`config.mk`:
```
export PLATFORM = sky130hd
export DESIGN_NAME = cpu8_alu
export DESIGN_NICKNAME = d
export VERILOG_FILES = /design/src/rtl/cpu8_alu_pkg.sv /design/src/rtl/cpu8_alu_arith.sv /design/src/rtl/cpu8_alu_logic.sv /design/src/rtl/cpu8_alu_shift.sv /design/src/rtl/cpu8_alu.sv
export SDC_FILE = /design/constraint.sdc
export NUM_CORES = 1
export LEC_CHECK = 0
export ABC_CLOCK_PERIOD_IN_PS = 4000
export CELL_PAD_IN_SITES_DETAIL_PLACEMENT = 0
export CELL_PAD_IN_SITES_GLOBAL_PLACEMENT = 1
export CORE_ASPECT_RATIO = 0.8
export CORE_UTILIZATION = 29
export DETAILED_ROUTE_END_ITERATION = 6
export GPL_ROUTABILITY_DRIVEN = 1
export PLACE_DENSITY_LB_ADDON = 0.2
export RECOVER_POWER = 100
export SKIP_CTS_REPAIR_TIMING = 1
export SLEW_MARGIN = 5
export SYNTH_ARGS = -nofsm -noshare
export SYNTH_HDL_FRONTEND = slang
export SYNTH_HIERARCHICAL = 1
export SYNTH_SLANG_ARGS = --single-unit
```
`constraint.sdc`:
```
create_clock -name clk_i -period 4 [get_ports clk_i]
set_input_delay 0.8 -clock clk_i [delete_from_list [all_inputs] [get_ports clk_i]]
set_output_delay 0.8 -clock clk_i [all_outputs]
set_load 0.1 [all_outputs]
```
`src/rtl/cpu8_alu_pkg.sv`:
```
package cpu8_alu_pkg;
  localparam int unsigned DW = 8;
  localparam int unsigned NW = DW / 2;
  localparam int unsigned OPW = 4;
  localparam int unsigned FW = 8;

  typedef enum logic [OPW-1:0] {
    OP_ADD  = 4'd0,
    OP_ADC  = 4'd1,
    OP_SUB  = 4'd2,
    OP_SBC  = 4'd3,
    OP_AND  = 4'd4,
    OP_XOR  = 4'd5,
    OP_OR   = 4'd6,
    OP_CP   = 4'd7,
    OP_RLC  = 4'd8,
    OP_RRC  = 4'd9,
    OP_RL   = 4'd10,
    OP_RR   = 4'd11,
    OP_SLA  = 4'd12,
    OP_SRA  = 4'd13,
    OP_SWAP = 4'd14,
    OP_SRL  = 4'd15
  } alu_op_e;

  typedef struct packed {
    logic z;
    logic n;
    logic h;
    logic c;
  } flag_t;
endpackage

```
`src/rtl/cpu8_alu_arith.sv`:
```
module cpu8_alu_arith
  import cpu8_alu_pkg::*;
(
  input  logic [OPW-1:0] op_i,
  input  logic [DW-1:0]  a_i,
  input  logic [DW-1:0]  b_i,
  input  logic           carry_i,
  output logic [DW-1:0]  res_o,
  output flag_t          flags_o
);
  logic          is_sub, is_cp, use_cin, cin;
  logic [DW:0]   wide;
  logic [NW:0]   half;
  logic [DW-1:0] raw;

  always_comb begin
    is_cp   = (op_i == OP_CP);
    is_sub  = (op_i == OP_SUB) || (op_i == OP_SBC) || is_cp;
    use_cin = (op_i == OP_ADC) || (op_i == OP_SBC);
    cin     = use_cin & carry_i;
    if (is_sub) begin
      wide = {1'b0, a_i} - {1'b0, b_i} - {{DW{1'b0}}, cin};
      half = {1'b0, a_i[NW-1:0]} - {1'b0, b_i[NW-1:0]} - {{NW{1'b0}}, cin};
    end else begin
      wide = {1'b0, a_i} + {1'b0, b_i} + {{DW{1'b0}}, cin};
      half = {1'b0, a_i[NW-1:0]} + {1'b0, b_i[NW-1:0]} + {{NW{1'b0}}, cin};
    end
    raw       = wide[DW-1:0];
    res_o     = is_cp ? a_i : raw;
    flags_o.z = (raw == '0);
    flags_o.n = is_sub;
    flags_o.h = half[NW];
    flags_o.c = wide[DW];
  end
endmodule

```
`src/rtl/cpu8_alu_logic.sv`:
```
module cpu8_alu_logic
  import cpu8_alu_pkg::*;
(
  input  logic [OPW-1:0] op_i,
  input  logic [DW-1:0]  a_i,
  input  logic [DW-1:0]  b_i,
  output logic [DW-1:0]  res_o,
  output flag_t          flags_o
);
  always_comb begin
    unique case (op_i)
      OP_AND:  res_o = a_i & b_i;
      OP_XOR:  res_o = a_i ^ b_i;
      default: res_o = a_i | b_i;
    endcase
    flags_o.z = (res_o == '0);
    flags_o.n = 1'b0;
    flags_o.h = (op_i == OP_AND);
    flags_o.c = 1'b0;
  end
endmodule

```
`src/rtl/cpu8_alu_shift.sv`:
```
module cpu8_alu_shift
  import cpu8_alu_pkg::*;
(
  input  logic [OPW-1:0] op_i,
  input  logic [DW-1:0]  a_i,
  input  logic           carry_i,
  output logic [DW-1:0]  res_o,
  output flag_t          flags_o
);
  logic msb, lsb;
  logic fill_lo, fill_hi;

  always_comb begin
    msb = a_i[DW-1];
    lsb = a_i[0];
    // bit shifted into the vacated end
    unique case (op_i)
      OP_RLC:  fill_lo = msb;
      OP_RL:   fill_lo = carry_i;
      default: fill_lo = 1'b0;
    endcase
    unique case (op_i)
      OP_RRC:  fill_hi = lsb;
      OP_RR:   fill_hi = carry_i;
      OP_SRA:  fill_hi = msb;
      default: fill_hi = 1'b0;
    endcase
    unique case (op_i)
      OP_RLC, OP_RL, OP_SLA: begin
        res_o     = {a_i[DW-2:0], fill_lo};
        flags_o.c = msb;
      end
      OP_SWAP: begin
        res_o     = {a_i[NW-1:0], a_i[DW-1:NW]};
        flags_o.c = 1'b0;
      end
      default: begin
        res_o     = {fill_hi, a_i[DW-1:1]};
        flags_o.c = lsb;
      end
    endcase
    flags_o.z = (res_o == '0);
    flags_o.n = 1'b0;
    flags_o.h = 1'b0;
  end
endmodule

```
`src/rtl/cpu8_alu.sv`:
```
module cpu8_alu
  import cpu8_alu_pkg::*;
(
  input  logic            clk_i,
  input  logic            rst_ni,
  input  logic [OPW-1:0]  op_i,
  input  logic [DW-1:0]   a_i,
  input  logic [DW-1:0]   b_i,
  input  logic            carry_i,
  input  logic            flag_we_i,
  output logic [DW-1:0]   result_o,
  output logic [FW-1:0]   flags_o
);
  logic [DW-1:0] ar_res, lg_res, sh_res;
  flag_t         ar_flg, lg_flg, sh_flg, nxt_flg, flg_q;
  logic          sel_shift, sel_logic;

  cpu8_alu_arith u_arith (
    .op_i(op_i), .a_i(a_i), .b_i(b_i), .carry_i(carry_i),
    .res_o(ar_res), .flags_o(ar_flg)
  );

  cpu8_alu_logic u_logic (
    .op_i(op_i), .a_i(a_i), .b_i(b_i),
    .res_o(lg_res), .flags_o(lg_flg)
  );

  cpu8_alu_shift u_shift (
    .op_i(op_i), .a_i(a_i), .carry_i(carry_i),
    .res_o(sh_res), .flags_o(sh_flg)
  );

  always_comb begin
    sel_shift = op_i[OPW-1];
    sel_logic = (op_i == OP_AND) || (op_i == OP_XOR) || (op_i == OP_OR);
    if (sel_shift) begin
      result_o = sh_res;
      nxt_flg  = sh_flg;
    end else if (sel_logic) begin
      result_o = lg_res;
      nxt_flg  = lg_flg;
    end else begin
      result_o = ar_res;
      nxt_flg  = ar_flg;
    end
  end

  always_ff @(posedge clk_i or negedge rst_ni) begin
    if (!rst_ni)        flg_q <= '0;
    else if (flag_we_i) flg_q <= nxt_flg;
  end

  assign flags_o = {flg_q, {(FW-4){1'b0}}};

  assert_hold_R11: assert property (@(posedge clk_i) disable iff (!rst_ni)
    !flag_we_i |=> $stable(flags_o));

  assert_zero_R5: assert property (@(posedge clk_i) disable iff (!rst_ni)
    (flag_we_i && op_i != OP_CP) |=> (flags_o[7] == ($past(result_o) == 8'h00)));

  assert_sub_flag_R5: assert property (@(posedge clk_i) disable iff (!rst_ni)
    flag_we_i |=> (flags_o[6] == (($past(op_i) == OP_SUB) || ($past(op_i) == OP_SBC)
                                  || ($past(op_i) == OP_CP))));

  assert_cp_keeps_a_R3: assert property (@(posedge clk_i) disable iff (!rst_ni)
    (op_i == OP_CP) |-> (result_o == a_i));

  assert_and_half_R4: assert property (@(posedge clk_i) disable iff (!rst_ni)
    (flag_we_i && op_i == OP_AND) |=> (flags_o[5] && !flags_o[4]));

  assert_sra_msb_R8: assert property (@(posedge clk_i) disable iff (!rst_ni)
    (op_i == OP_SRA) |-> (result_o[7] == a_i[7]));

  assert_swap_clear_R9: assert property (@(posedge clk_i) disable iff (!rst_ni)
    (flag_we_i && op_i == OP_SWAP) |=> (flags_o[6:4] == 3'b000));

  assert_low_nibble_R10: assert property (@(posedge clk_i) disable iff (!rst_ni)
    flag_we_i |=> (flags_o[3:0] == 4'h0));
endmodule

```
# --- Word level (Yosys, flattened, before mapping) ---
# Index checks and enable logic that the tools add are counted.
op_classes:
  eq_ne: 14
  n_reduce_logical: 9
  n_addsub: 8
  n_bitwise: 4
  muxes: 12
ops:
  columns: ["cell", "count"]
  rows:
  - ["case mux 8 bit (2 select lines)", 2]
  - ["== test 4 bit, second input constant", 7]
  - ["logical NOT 8 bit", 3]
  - ["two-way mux 8 bit", 3]
  - ["== test 4 x 3 -> 1 bit, second input constant", 4]
  - ["adder 8 x 8 -> 9 bit", 1]
  - ["adder 9 x 1 -> 9 bit", 1]
  - ["two-way mux 9 bit", 1]
  - ["subtractor 8 x 8 -> 9 bit", 1]
  - ["subtractor 9 x 1 -> 9 bit", 1]
  - ["bitwise AND 8 bit", 1]
  - ["== test 4 x 2 -> 1 bit, second input constant", 2]
  - ["two-way mux 4 bit", 2]
  - ["OR 8 bit", 1]
  - ["XOR 8 bit", 1]
  - ["adder 4 x 4 -> 5 bit", 1]
  - ["adder 5 x 1 -> 5 bit", 1]
  - ["logical OR 1 bit", 5]
  - ["two-way mux 5 bit", 1]
  - ["subtractor 4 x 4 -> 5 bit", 1]
  - ["subtractor 5 x 1 -> 5 bit", 1]
  - ["== test 4 x 1 -> 1 bit, second input constant", 1]
  - ["case mux 1 bit (2 select lines)", 2]
  - ["case mux 1 bit (3 select lines)", 1]
  - ["2 further kinds", 2]
totals:
  wordCells: 51
  output_inout_bits: 16
  ff_bits: 4
  inputBits: 24

# --- Depth between registers and ports, before layout ---
# Gate-level depths: netlist of the first run.
depth:
  ltp_word: 8
  ltp_mapped: 14
  ltp_nobuf: 14

# --- By module ---
# The synthesis of the first run kept the hierarchy.
by_module_without_submodules:
  columns: ["module", "area_each_um2", "seq_area_each_um2", "instances", "cells_each"]
  rows:
  - ["cpu8_alu_arith", 1087.3, 0.0, 1, 144]
  - ["cpu8_alu_logic", 563.0, 0.0, 1, 67]
  - ["cpu8_alu", 481.7, 100.1, 1, 60]
  - ["cpu8_alu_shift", 337.8, 0.0, 1, 50]

# --- Worst setup path after synthesis of the first run ---
# No wires, ideal clock.
synth_path:
  path_kind: "input to output"
  startpoint: "input port op_i[0]"
  endpoint: "output port result_o[7]"
  path_buffers: 0
  setup_slack_ns: -0.616
  t_arrival_ns: 3.816
  cell_stages: 12
  cell_sequence: "nor2b_1 > nand3b_1 > fa_1 > inv_1 > ha_1 > o211a_1 > a2111o_1 > a31oi_1 > xnor2_1 > o211a_1 > mux2_2 > a221o_1"
synth_between:
  elab_chain_len: 8
  elab_cells_between_ends: 30
  cone_classes: "add/sub (2); eq/ne (14); mux (7); bitwise (1); reduce/logical (6)"
synth_rtl:
  columns: ["item", "line_no", "source"]
  rows:
  - ["start: declaration", "cpu8_alu.sv:6", "input logic [OPW-1:0] op_i,"]
  - ["== test 4 x 1 -> 1 bit or == test 4 x 2 -> 1 bit (tied branches)", "cpu8_alu_arith.sv:19, cpu8_alu_arith.sv:18", null]
  - ["logical OR 1 bit", "cpu8_alu_arith.sv:19", "use_cin = (op_i == OP_ADC) || (op_i == OP_SBC);"]
  - ["bitwise AND 1 bit", "cpu8_alu_arith.sv:20", "cin = use_cin & carry_i;"]
  - ["adder 9 x 1 -> 9 bit or subtractor 9 x 1 -> 9 bit (tied branches)", "cpu8_alu_arith.sv:25, cpu8_alu_arith.sv:22", null]
  - ["two-way mux 9 bit", "cpu8_alu_arith.sv:21", "if (is_sub) begin"]
  - ["two-way mux 8 bit *", "cpu8_alu_arith.sv:29", "res_o = is_cp ? a_i : raw;"]
  - ["named net ar_res[7]", "cpu8_alu.sv:14", "logic [DW-1:0] ar_res, lg_res, sh_res;"]
  - ["two-way mux 8 bit *", "cpu8_alu.sv:39", "end else if (sel_logic) begin"]
  - ["two-way mux 8 bit *", "cpu8_alu.sv:36", "if (sel_shift) begin"]
  - ["end: declaration", "cpu8_alu.sv:11", "output logic [DW-1:0] result_o,"]
# The timed path passes the listed nets; every way through them passes the cells marked *.

# --- Worst setup path after layout of the first run ---
layout_path:
  startpoint: "input port op_i[2]"
  endpoint: "output port result_o[7]"
# The elaborated chain is that of the path after synthesis.

==> results of run 1 <==
-- placed cells by master, fill, tap and decap left out, types with 3 or more instances in the layout --
cell,count
ha_4,3
nor2_1,14
a221o_4,3
nor2b_1,9
nand2b_1,7
dlygate4sd3_1,5
dlymetal6s2s_1,7
o21ai_0,14
o21ai_2,4
buf_4,68
and2_1,9
inv_1,35
buf_12,8
nand3_1,4
mux2_4,4
fa_2,4
nor3_1,6
mux2i_1,23
buf_6,3
a2111oi_0,5
a31oi_1,4
dfrtp_1,4
clkdlybuf4s50_1,13
nor4b_1,4
a21oi_1,8
clkbuf_8,3
inv_2,6
xnor2_1,10
nand2_1,18
nand3b_1,5
a221o_1,3
conb_1,8
ha_1,32
-- routing by layer --
metal | share of wire | wire (um) | vias to the layer above | global-route usage
met5 | 0 | 0 | - | 0
li1 | - | - | 1307 | -
met3 | 0.055 | 455 | 2 | 0.0202
met4 | 0.0026 | 21 | 0 | 0.0154
met2 | 0.42 | 3490 | 92 | 0.282
met1 | 0.52 | 4250 | 1251 | 0.290
-- cell usage after synthesis, types with 2 or more instances --
master	number	area [um2]
a31oi_1	4	25.0
a211oi_1	4	30.0
nor2b_1	10	62.6
mux2_4	2	30.0
inv_1	41	154
ha_1	37	463
nor4_2	2	25.0
clkbuf_1	3	11.3
mux2i_1	25	250
a21oi_2	2	17.5
o21ai_2	2	17.5
nor2_1	15	56.3
a2111oi_0	5	43.8
a221o_1	8	80.1
o211a_1	2	20.0
or3_1	2	12.5
o21ai_0	17	85.1
nand2b_2	2	17.5
a21oi_1	9	45.0
nand3_1	4	20.0
conb_1	3	11.3
and2_1	9	56.3
xnor2_1	11	96.3
fa_1	4	80.1
buf_2	3	15.0
nor3_1	8	40.0
o21a_1	2	15.0
o22ai_1	2	12.5
mux2_2	2	22.5
dfrtp_1	4	100
o31ai_1	2	15.0
nand3b_1	5	37.5
nand2b_1	8	50.1
buf_4	11	82.6
nor4_1	2	12.5
nand2_1	19	71.3
nor4b_1	4	35.0
xor2_1	2	17.5
-- path summary, 6_finish.rpt --
check / from / to
hold reg to reg: flags_o[4]$_DFFE_PN0P_ / flags_o[4]$_DFFE_PN0P_
setup / recovery: op_i[2] / result_o[7]
setup reg to reg: flags_o[6]$_DFFE_PN0P_ / flags_o[6]$_DFFE_PN0P_
max in group asynchronous: rst_ni / flags_o[6]$_DFFE_PN0P_
hold / removal: flags_o[4]$_DFFE_PN0P_ / flags_o[4]$_DFFE_PN0P_
min in group asynchronous: rst_ni / flags_o[4]$_DFFE_PN0P_
-- worst min-delay path: stages, from the launching register on --
cell     delay [ns]
dfrtp_1        0.35
nor2b_1        0.15
a21oi_1        0.11
nor3_1         0.06
-- cell type report --
| class | instances | area (um2) | share of cell area |
|---|---|---|---|
| multi-input combinational | 263 | 2310 | 0.622 |
| timing repair buffer | 104 | 972 | 0.262 |
| inverter | 41 | 154 | 0.0414 |
| tap | 108 | 135 | 0.0364 |
| sequential | 4 | 100 | 0.0270 |
| clock buffer | 3 | 41.3 | 0.0111 |
-- power by group through the flow --
stage               combinational [mW]  clock [mW]  sequential (mW)
floorplan                        0.377           0           0.0851
global placement                 0.661           0           0.0481
detailed placement               0.663           0           0.0485
CTS                              0.668      0.0897           0.0481
global route                     0.769      0.0948           0.0485
finish                           0.718      0.0869           0.0477
-- cell families (layout without fill, tap and decap cells) --
kind of cell	Yosys count	in the layout	synth area share
AO/OA/AOI/OAI	70	70	0.205
XOR/XNOR	13	13	0.0461
adder cells (fa/ha/maj)	41	41	0.220
buffers and inverters	59	148	0.111
flip-flops	4	4	0.0405
multiplexers	29	29	0.123
other	3	8	0.00456
AND/OR/NAND/NOR	102	102	0.250
-- stage by stage --
step,instance area [um2],cells
3_3_place_gp,3450,513
6_report,3710,523
3_5_place_dp,3450,513
4_1_cts,3490,516
2_1_floorplan,2540,326
5_1_grt,3710,523
==> metrics, run 1 <==
status complete, but fails checks; failing checks negative setup slack; Avg Inst Size Synth roughly 7.7 um2; critical path's slowest cell fa_2; dpl ws -1.27 ns; r2r setup slk between 2 and 3 ns; Critical Path, Cell by Cell dlymetal6s2s_1, nand3b_1, fa_2, inv_2, ha_4, o211a_1, a2111o_1, a31oi_1, xnor2_1, o211a_1, mux2_4, a221o_4, buf_12; Post-synth EDFFs 0; final hold violations 0; Post-DRT Antenna Nets 0; element type at the critical path start primary input; Worst Skew 0 ns; share of total power in the clock network 0.102; Top Family by Delay on Critical Path compound AO/OA/AOI/OAI gates; global-route wire length before repair between 10000 and 15000 um; io pins 40; post-DP HPWL roughly 6600 um; worst IR drop on VDD approximately 0.15 mV; root buffer selected by CTS clkbuf_8; drt total wl 8220 um; CTS tree built; Sequential Power Share 0.056; worst slew pin tran 0.973 ns; Initial DRT Pass Iterations 4; Synth-to-Final Area Change 50.4%; WP data required 3.20 ns; die area roughly 9000 um2; largest net degree at the start of global routing 28; Clock Sinks 4; antenna violations before repair 0; final core utilization 0.459; WL per Instance approximately 16 um; Yosys reg bits 4; Starting Density 0.305; Most common cell on crit path o211a_1; total power roughly 0.85 mW; min Tclk post-route 4.86 ns; synthesized instance count 321; Worst-Skew Late Latency 0.22 ns; Clock transition at path regs 0.03 ns; NumNets Final 482; final worst slack -0.864 ns; total CTS buffers 3; Hold WC Path Type flip-flop to flip-flop; sw frac 0.501; Worst EP arrival just over 4 ns; YS warnings 6; Final TNS setup -2.53 ns; DRC viols 0; Post-Syn Area 2470 um2; Max Fclk 206 MHz; H-tree Lvls 1; Fin Hold WS between 0.7 and 0.8 ns; Max Cap Violations 0; routability cong. around 0.86; final setup vio count 5; reported leakage power 1.81 nW; CP Class primary input to primary output; Max Slew Vio Count 0; WHS Path Cells 3; CP Capture Type primary output; row cnt 29; Seq/Total Area, Yosys 0.0405; ys async rst share 1.00; crit path max fanout 3; Max Buffers Root-to-Sink 2; P_int 0.425 mW; die width around 110 um; max reg flops 4; port bufs 35; DIE HEIGHT 84.5 um; fill cell count 815; Primary FF master, synth dfrtp_1; Ant. Diodes 0; vias in the first global route approximately 2600; fin crit share 1.22; NetSw about 0.43 mW; Buf+Inv Stages, Crit Path 3; DRT iter0 DRCs 175; Comb pwr share 0.842; core area a little over 8000 um2; critical path depth in cells 13; worst reg2reg path depth 3; vias per inst about 5.1; share of cells above drive strength 1 0.340; crit-path max cell delay around 0.65 ns; vias 2652; PwrDens ~230 nW/um2; Tot GR Track Use 0.186; grt ovf 0; Worst slew margin 0.349; unrepaired setup endpoints after global routing true; count of cell types in the netlist a little over 60
Power figures use the tool's default switching activity.
==> run 2, diff against run 1 <==
- SLEW_MARGIN: 5 -> 20
- SYNTH_HIERARCHICAL: 1 -> not set
==> metrics, run 2 <==
Ant. Diodes 0 (unchanged); Worst EP arrival 3.29 ns (was 4.06 ns); Initial DRT Pass Iterations 5 (was 4); CP Class primary input to primary output (unchanged); M2 GR Usage 0.355 (was 0.282); worst IR drop on VDD 0.131 mV (was 0.146 mV); placed insts 476 (was 513); Post-synth EDFFs 0 (unchanged); Synth-to-Final Area Change 61.6% (was 50.4%); max reg flops 4 (unchanged); grt ovf 0 (unchanged); Critical Path, Cell by Cell clkdlybuf4s50_1, inv_2, ha_4, ha_4, a21o_4, a221oi_4, xnor2_1, nand2_1, a31o_1, a21oi_4, buf_12 (was dlymetal6s2s_1, nand3b_1, fa_2, inv_2, ha_4, o211a_1, a2111o_1, a31oi_1, xnor2_1, o211a_1, mux2_4, a221o_4, buf_12); CTS tree built (unchanged); Max Slew Vio Count 0 (unchanged); largest net degree at the start of global routing 40 (was 28); commonest non-fill, non-tap cell in the layout buf_4 (unchanged); Worst-Skew Late Latency 0.22 ns (about the same); Post-DRT Antenna Nets 0 (unchanged); Post-Syn Area 2180 um2 (was 2470 um2); crit path max fanout 4 (was 3); failing checks negative setup slack (unchanged); core area 7060 um2 (was 8090 um2); Buf+Inv Stages, Crit Path 3 (unchanged); worst slew pin tran 0.973 ns (about the same); critical path depth in cells 11 (was 13); crit-path max cell delay 0.50 ns (was 0.65 ns); status complete, but fails checks (unchanged); YS warnings 0 (was 6); die width 99.0 um (was 105 um); met1 Use GR 0.317 (was 0.290); vias per inst 5.42 (was 5.07); DP Area 3250 um2 (was 3450 um2); worst reg2reg path depth 3 (unchanged); top cells by area, synth ha_1 (17%), mux2i_1 (5.5%), a21oi_1 (4.8%), inv_1 (4.6%), dfrtp_1 (4.6%) (was ha_1 (19%), mux2i_1 (10%), inv_1 (6.2%), dfrtp_1 (4.1%), xnor2_1 (3.9%)); Final TNS setup -0.207 ns (was -2.53 ns); count leader, synth ha_1 (was inv_1); total CTS buffers 3 (unchanged); multi-input logic area 2230 um2 (was 2310 um2); Clock Sinks 4 (unchanged); final hold violations 0 (unchanged); port bufs 35 (unchanged); critical path's slowest cell clkdlybuf4s50_1 (was fa_2); Yosys reg bits 4 (unchanged); fin crit share 1.02 (was 1.22); routability cong. 0.875 (was 0.858); final non-filler cell total 480 (was 523); Worst slew margin 0.349 (about the same); Starting Density 0.309 (was 0.305); Worst Skew 0 ns (unchanged); NumNets Final 453 (was 482); Seq/Total Area, Yosys 0.0459 (was 0.0405); final setup vio count 4 (was 5); grt peak-use layer met2 (was met1); Max Buffers Root-to-Sink 2 (unchanged); min Tclk post-route 4.09 ns (was 4.86 ns); fill cell count 705 (was 815); top post-synthesis cells by count ha_1 (30), inv_1 (27), nand2_1 (23) (was inv_1 (41), ha_1 (37), mux2i_1 (25)); Primary FF master, synth dfrtp_1 (unchanged); Yosys top cell by area ha_1 (unchanged); DIE HEIGHT 79.6 um (was 84.5 um); area share of the largest cell type after synthesis 0.172 (was 0.187); row cnt 27 (was 29); root buffer selected by CTS clkbuf_8 (unchanged); global-route wire length before repair 13300 um (was 13100 um); antenna violations before repair 0 (unchanged); post-DP HPWL 6910 um (was 6630 um); drt total wl 8570 um (was 8220 um); Avg Inst Size Synth 7.15 um2 (was 7.69 um2); vias 2601 (was 2652); Max Fclk 245 MHz (was 206 MHz); final instance area 3520 um2 (was 3710 um2); total power 0.821 mW (was 0.853 mW); DRT iter0 DRCs 135 (was 175); ys async rst share 1.00 (unchanged); reported leakage power 1.60 nW (was 1.81 nW); GR Layer Usage met3 0.0210 (was 0.0202); Max Cap Violations 0 (unchanged); WHS Path Cells 1 (was 3); Tot GR Track Use 0.218 (was 0.186); synthesized instance count 305 (was 321); element type at the critical path start primary input (unchanged); unrepaired setup endpoints after global routing true (unchanged); io pins 40 (unchanged); WL per Instance 17.9 um (was 15.7 um); DRC viols 0 (unchanged); H-tree Lvls 1 (unchanged); final worst slack -0.0871 ns (was -0.864 ns); Top Family by Delay on Critical Path compound AO/OA/AOI/OAI gates (unchanged); commonest cells after routing, fill and taps aside buf_4 (65), ha_1 (23), inv_1 (21), nand2_1 (21), nor2_1 (20) (was buf_4 (68), inv_1 (35), ha_1 (32)); WP data required 3.20 ns (about the same); die area 7870 um2 (was 8890 um2); final core utilization 0.499 (was 0.459); CP Capture Type primary output (unchanged); vias in the first global route 2490 (was 2564); Hold WC Path Type flip-flop to flip-flop (unchanged); Clock transition at path regs 0.03 ns (about the same); count of cell types in the netlist 65 (was 62); share of cells above drive strength 1 0.366 (was 0.340); PwrDens 233 nW/um2 (was 230 nW/um2); register area 100 um2 (unchanged); Most common cell on crit path ha_4 (was o211a_1)
-- run 2: changes by cell type after synthesis, moves of 5 or more --
| cell | delta |
|---|---|
| buf_4 | -7 |
| a2111oi_0 | -5 |
| nor2_1 | +5 |
| buf_2 | +6 |
| o21ai_1 | +8 |
| a221o_1 | -7 |
| a21oi_1 | +12 |
| inv_1 | -14 |
| and2_1 | -7 |
| mux2i_1 | -13 |
| ha_1 | -7 |
-- run 2: kinds of logic after synthesis --
family / share of synthesized area
flip-flops: 0.0459
XOR/XNOR: 0.0321
multiplexers: 0.0964
buffers and inverters: 0.0912
adder cells (fa/ha/maj): 0.209
other: 0.00172
AO/OA/AOI/OAI: 0.264
AND/OR/NAND/NOR: 0.260
-- run 2: worst reg2reg max path: stages (launching register included) --
cell	delay [ns]
dfrtp_1	0.36
nor2b_1	0.13
a311o_1	0.36
a41o_1	0.24
-- run 2: metal layers --
| layer | up-vias | part of all wire |
|---|---|---|
| li1 | 1265 | - |
| met1 | 1238 | 0.48 |
| met2 | 88 | 0.45 |
| met3 | 10 | 0.063 |
| met4 | 0 | 0.011 |
| met5 | - | 0 |
-- run 2: where the power goes --
part | leakage (nW) | internal [mW] | total [mW] | switching (mW)
registers | 0.0520 | 0.0441 | 0.0455 | 0.00144
clock network | 0.0216 | 0.0642 | 0.0859 | 0.0217
logic | 1.53 | 0.302 | 0.689 | 0.387
-- run 2: cell type report --
type,instances,share of cell area
Timing Repair Buffer,100,0.267
Tap cell,87,0.0309
Sequential cell,4,0.0284
Clock buffer,3,0.0117
Multi-Input combinational cell,258,0.632
Inverter,28,0.0298
-- run 2: final timing paths --
check                                         endpoint  slack, ns                   start
max in group asynchronous       flags_o[6]$_DFFE_PN0P_       2.98                  rst_ni
worst min register to register  flags_o[6]$_DFFE_PN0P_       0.50  flags_o[6]$_DFFE_PN0P_
min in group asynchronous       flags_o[5]$_DFFE_PN0P_       0.85                  rst_ni
worst max register to register  flags_o[7]$_DFFE_PN0P_       2.79  flags_o[7]$_DFFE_PN0P_
worst min-delay path            flags_o[6]$_DFFE_PN0P_       0.50  flags_o[6]$_DFFE_PN0P_
worst max-delay path                       result_o[6]      -0.09                  a_i[4]
-- run 2: through the flow --
| step | hold slack [ns] | setup WS, ns |
|---|---|---|
| 2_1_floorplan | 0.504 | -1.72 |
| 3_3_place_gp | 0.497 | -0.489 |
| 3_5_place_dp | 0.511 | -0.545 |
| 4_1_cts | 0.517 | -0.572 |
| 5_1_grt | 0.538 | -0.189 |
| 6_report | 0.503 | -0.0871 |
